### src/rtl/swap_addr_pkg.sv
package swap_addr_pkg;
    typedef enum logic [1:0] {
        PH_FETCH  = 2'd0,
        PH_SWAP_A = 2'd1,
        PH_DATA   = 2'd2,
        PH_SWAP_B = 2'd3
    } phase_e;
endpackage

### src/rtl/swap_inc_adder.sv
module swap_inc_adder #(
    parameter int W = 8
) (
    input  logic [W-1:0] a,
    input  logic         inc,
    output logic [W-1:0] sum
);
    // Only carry-in is variable: an incrementer, wrapping modulo 2^W.
    assign sum = a + {{(W-1){1'b0}}, inc};
endmodule

### src/rtl/swap_phase_seq.sv
module swap_phase_seq
    import swap_addr_pkg::*;
(
    input  logic   clk,
    input  logic   rst_n,
    input  logic   step,
    input  logic   ld_req,
    input  logic   auto_inc,
    output phase_e phase_o,
    output logic   swap_en,
    output logic   load_en,
    output logic   inc_bit,
    output logic   fetch_cyc,
    output logic   data_cyc
);
    phase_e state_q, state_d;

    // next-state logic
    always_comb begin
        state_d = state_q;
        if (step) begin
            unique case (state_q)
                PH_FETCH:  state_d = PH_SWAP_A;
                PH_SWAP_A: state_d = PH_DATA;
                PH_DATA:   state_d = PH_SWAP_B;
                PH_SWAP_B: state_d = PH_FETCH;
            endcase
        end
    end

    // state register
    always_ff @(posedge clk) begin
        if (!rst_n) state_q <= PH_FETCH;
        else        state_q <= state_d;
    end

    // outputs
    always_comb begin
        swap_en   = 1'b0;
        load_en   = 1'b0;
        inc_bit   = 1'b0;
        fetch_cyc = 1'b0;
        data_cyc  = 1'b0;
        unique case (state_q)
            PH_FETCH:  fetch_cyc = 1'b1;
            PH_SWAP_A: begin
                swap_en = step;
                load_en = step & ld_req;
                inc_bit = 1'b1;          // program counter leaves the front slot
            end
            PH_DATA:   data_cyc = 1'b1;
            PH_SWAP_B: begin
                swap_en = step;
                inc_bit = auto_inc;      // data address leaves the front slot
            end
        endcase
    end

    assign phase_o = state_q;

    assert_phase_hold_R2: assert property (@(posedge clk) disable iff (!rst_n)
        !step |=> $stable(state_q));
    assert_phase_wrap_R2: assert property (@(posedge clk) disable iff (!rst_n)
        (step && state_q == PH_SWAP_B) |=> state_q == PH_FETCH);
    assert_one_kind_R8: assert property (@(posedge clk) disable iff (!rst_n)
        !(fetch_cyc && data_cyc));
endmodule

### src/rtl/swap_ring.sv
module swap_ring #(
    parameter int W = 8
) (
    input  logic         clk,
    input  logic         rst_n,
    input  logic         swap_en,
    input  logic         load_en,
    input  logic         inc_bit,
    input  logic [W-1:0] load_val,
    output logic [W-1:0] front_o
);
    logic [W-1:0] front_q, back_q, adder_out;

    swap_inc_adder #(.W(W)) u_adder (
        .a   (front_q),
        .inc (inc_bit),
        .sum (adder_out)
    );

    always_ff @(posedge clk) begin
        if (!rst_n) begin
            front_q <= '0;
            back_q  <= '0;
        end else if (swap_en) begin
            back_q  <= adder_out;
            front_q <= load_en ? load_val : back_q;
        end
    end

    assign front_o = front_q;

    assert_front_hold_R4: assert property (@(posedge clk) disable iff (!rst_n)
        !swap_en |=> $stable(front_q));
endmodule

### src/rtl/swap_addr_unit.sv
module swap_addr_unit
    import swap_addr_pkg::*;
#(
    parameter int ADDR_W = 8
) (
    input  logic              clk,
    input  logic              rst_n,
    input  logic              step,
    input  logic              ld_ar,
    input  logic [ADDR_W-1:0] ld_data,
    input  logic              auto_inc,
    output logic [ADDR_W-1:0] mem_addr,
    output logic [1:0]        phase,
    output logic              fetch_cyc,
    output logic              data_cyc
);
    localparam logic [ADDR_W-1:0] ONE = {{(ADDR_W-1){1'b0}}, 1'b1};

    phase_e ph;
    logic   swap_en, load_en, inc_bit;

    swap_phase_seq u_seq (
        .clk       (clk),
        .rst_n     (rst_n),
        .step      (step),
        .ld_req    (ld_ar),
        .auto_inc  (auto_inc),
        .phase_o   (ph),
        .swap_en   (swap_en),
        .load_en   (load_en),
        .inc_bit   (inc_bit),
        .fetch_cyc (fetch_cyc),
        .data_cyc  (data_cyc)
    );

    swap_ring #(.W(ADDR_W)) u_ring (
        .clk      (clk),
        .rst_n    (rst_n),
        .swap_en  (swap_en),
        .load_en  (load_en),
        .inc_bit  (inc_bit),
        .load_val (ld_data),
        .front_o  (mem_addr)
    );

    assign phase = ph;

    // Shadow of the last fetch address, for checking the program counter.
    logic [ADDR_W-1:0] last_fetch_q;
    always_ff @(posedge clk) begin
        if (!rst_n)                  last_fetch_q <= '1;
        else if (fetch_cyc && step)  last_fetch_q <= mem_addr;
    end

    assert_pc_advance_R3: assert property (@(posedge clk) disable iff (!rst_n)
        $rose(fetch_cyc) |-> mem_addr == last_fetch_q + ONE);
    assert_addr_hold_R2: assert property (@(posedge clk) disable iff (!rst_n)
        !step |=> $stable(mem_addr));
endmodule

### config.mk
export PLATFORM = sky130hd
export DESIGN_NAME = swap_addr_unit
export DESIGN_NICKNAME = d
export VERILOG_FILES = /design/src/rtl/swap_addr_pkg.sv /design/src/rtl/swap_inc_adder.sv /design/src/rtl/swap_phase_seq.sv /design/src/rtl/swap_ring.sv /design/src/rtl/swap_addr_unit.sv
export SDC_FILE = /design/constraint.sdc
export NUM_CORES = 1
export LEC_CHECK = 0
export BUFFER_PORTS_ARGS = -buffer_cell sky130_fd_sc_hd__buf_4
export CORE_UTILIZATION = 57
export CTS_BUF_LIST = sky130_fd_sc_hd__clkbuf_8
export CTS_CLUSTER_SIZE = 12
export DETAILED_ROUTE_END_ITERATION = 16
export PLACE_DENSITY = 0.86
export SLEW_MARGIN = 20
export SYNTH_ARGS = -nofsm -noshare
export SYNTH_HDL_FRONTEND = slang
export SYNTH_SLANG_ARGS = --single-unit
### constraint.sdc
create_clock -name clk -period 4.2 [get_ports clk]
set_input_delay 0.63 -clock clk [delete_from_list [all_inputs] [get_ports clk]]
set_output_delay 0.63 -clock clk [all_outputs]
set_load 0.01 [all_outputs]
==> results.md <==
- Outcome: complete, no violations
- Met1 Use GR: a little over a quarter
- Antenna Nets Post-Route: 0
- Worst-path clk slew: approximately 0.070 ns
- Hold-fix buffers, CTS: 0
- CTS resizes: 0
- Residual DRC: 0
- Worst Slack Setup Final: roughly 2.3 ns
- CTS tree: done
- Die Wd: 41.6 µm
- Hold violation count in the final report: 0
- Largest family of logic cells by synthesized area: compound AO/OA/AOI/OAI gates
- Compound-Gate Fraction of Synth Area: a little over a fifth
- Layout area overhead: 24.3%
- Die height: 41.6 µm
- Number of global-route vias before repair: about 660
- Relative slew slack: 80.2%
- Core area: around 0.0014 mm²
- Largest net degree at the start of global routing: 31
- Setup repair bufs after CTS: 0
- Power after layout: around 0.42 mW
- # clock sinks: 18
- Avg Synthesized Cell Area: ~9.6 µm²
- RePlAce Congestion: 0.769
- Pre-CTS WS: 2.34 ns
- P per Cell Area: 374 mW/mm²
- M3 GR Usage: roughly 6.5%
- ANT cells: 0
- Grt peak-use layer: met2
- Layout cells sized above 1: a little over a quarter
- Mux contribution to synthesized area: between 10% and 20%
- Worst path arrival time: 2.11 ns
- Post-layout util: about four fifths
- Layout Cells excl Fill: about 130
- Hold Crit Start: u_ring.back_q[2]
- Reg-to-Reg Start: u_seq.phase_o[1]
- Setup violations, final: 0
- DRT iter0 DRCs: 18
- Seq cells post-synth: 18
- # rows: 13
- Critical Path Start Type: register
- RSZ-0062 raised after global routing: no
- Adder-cell share of the synthesized area: approximately 8.4%
- Maximum clock insertion buffer count: 2
- # nets final: 137
- Vias after detailed routing: between 700 and 800
- Crit-path max FO: 5
- Reg2Reg Setup Slack: about 2.3 ns
- Congestion Overflow GR: 0
- Initial Util: 64.8%
- Cell Count Post-Placement: between 100 and 150
- Clk_skew: roughly 0.0071 ns
- Critical path endpoint category: register
- Yosys warns: 0
- DIE AREA: ~0.0017 mm²
- Max_cap viols: 0
- Cells after synthesis: 93
- Worst-margin pin slew: a little under 0.3 ns
- Maximum vdd drop: roughly 280 µV
- F_max: 0.516 GHz
- Critical path class: reg2reg
- IO Port Bufs: 24
- Synth Area in XOR/XNOR: under 10%
- Total CTS buffers: 3
- RR Endpoint: u_ring.back_q[6]
- Vias per cell: around 6
- GRT Overall Usage: 23.1%
- Final setup TNS: 0 ns
- Final worst-path cycle share: 46.1%
- Min-Delay Path Class: reg2reg
- Average wire per standard cell: around 15 µm
- Cell chosen for the clock root: clkbuf_8
- Leak: ~0.52 nW
- Post-synthesis sequential area ratio: roughly 40%
- Post-Syn Nets: roughly 110
- Netlist Area Pre-Place: approximately 900 µm²
- Met2 Resource Use GR: approximately two fifths
- First-pass GRT wire length: between 3000 and 4000 µm
- Antenna violations before repair: 0
- Yosys cell types: 23
- H-Tree Depth: 1
- Io pins: 25
- TritonRoute pass-1 iters: 4
- Min cycle time layout: 1.94 ns
- Routed WL: slightly above 2000 µm
- Slew Viols, Final: 0
- Synth Area in Simple Gates: between 9 and 10%
- DP HPWL: between 1000 and 1500 µm
- CP required: about 4.4 ns
- Worst reg2reg path depth: 8
- Clock Latency Late Sink: around 0.26 ns
- Endpoint, Worst Hold: u_ring.back_q[2]
- WHS Path Cells: 1
[sequential cells by signal, summed over array words and instances (netlist names)]
name,cells
u_seq.phase_o,2
u_ring.front_o,8
u_ring.back_q,8
[synth_stat cells, drive strengths merged]
cell type / instances / area share [%]
mux2i: 11 / 12
o21a: 1 / 1.7
or3: 3 / 2.1
xnor2: 1 / 0.98
nand2: 3 / 1.3
a21oi: 11 / 6.1
inv: 2 / 0.84
nand3: 4 / 3.4
a31oi: 3 / 2.1
xor2: 2 / 2.0
buf: 4 / 4.0
o21ai: 17 / 9.5
o211a: 1 / 1.1
a21o: 1 / 0.84
nor2b: 3 / 2.1
nor2: 1 / 0.42
dfxtp: 18 / 40
ha: 6 / 8.4
nand4: 1 / 0.70
[kinds of logic (layout without fill, tap and decap cells)]
family / after synthesis / after routing
buf+inv: 6 / 30
flops: 18 / 18
xor+xnor: 3 / 3
simple gates: 15 / 15
compound gates: 34 / 34
fa+ha+maj: 6 / 6
mux: 11 / 11
[placed cells by master (no fill, tap or decap), drive strengths merged]
| master | synthesis | final |
|---|---|---|
| a21o | 1 | 1 |
| a21oi | 11 | 11 |
| a31oi | 3 | 3 |
| buf | 4 | 24 |
| clkbuf | 0 | 4 |
| dfxtp | 18 | 18 |
| ha | 6 | 6 |
| inv | 2 | 2 |
| mux2i | 11 | 11 |
| nand2 | 3 | 3 |
| nand3 | 4 | 4 |
| nand4 | 1 | 1 |
| nor2 | 1 | 1 |
| nor2b | 3 | 3 |
| o211a | 1 | 1 |
| o21a | 1 | 1 |
| o21ai | 17 | 17 |
| or3 | 3 | 3 |
| xnor2 | 1 | 1 |
| xor2 | 2 | 2 |
[cell type report]
| type | instances | area [µm²] |
|---|---|---|
| Fill cell | 105 | 269 |
| Clock buffer | 4 | 55.1 |
| Tap cell | 15 | 18.8 |
| Inverter | 2 | 7.51 |
| Timing Repair Buffer | 24 | 180 |
| Multi-Input combinational cell | 69 | 492 |
| Sequential cell | 18 | 360 |
[routing by layer]
| layer | wire, µm | share of wire (%) |
|---|---|---|
| met1 | 862 | 43 |
| met2 | 1020 | 51 |
| met3 | 114 | 5.6 |
| met4 | 21 | 1.0 |
| met5 | 0 | 0 |
[critical path, stage by stage (launching register included)]
cell,delay [ns]
dfxtp_1,0.35
inv_1,0.09
ha_1,0.23
a21o_1,0.11
ha_1,0.21
ha_1,0.23
nand3_2,0.11
or3_1,0.34
a31oi_1,0.18
[worst max-delay path by stage]
stage	from	endpoint	slack [ns]	depth (start not counted)
finish	u_seq.phase_o[1]	u_ring.back_q[6]	2.26	8
global route	u_seq.phase_o[0]	u_ring.back_q[6]	2.19	7
CTS	u_seq.phase_o[1]	u_ring.back_q[6]	2.28	8
detailed placement	auto_inc	u_ring.back_q[6]	2.34	7
global placement	auto_inc	u_ring.back_q[6]	2.38	7
floorplan	u_seq.phase_o[0]	u_ring.back_q[6]	2.48	7
[power by group]
part | switching, mW | internal [mW] | leakage, nW
Sequential | 0.0150 | 0.184 | 0.147
Combinational | 0.0352 | 0.0380 | 0.347
Clock | 0.0605 | 0.0833 | 0.0288
Total | 0.111 | 0.305 | 0.523
[metrics by stage]
stage	instance area (µm²)	hold WS [ns]
after CTS	1110	0.534
after detailed placement	1060	0.516
after global placement	1060	0.487
after floorplan	896	0.472
after global routing	1110	0.547
final	1110	0.529
Power figures use the tool's default switching activity.
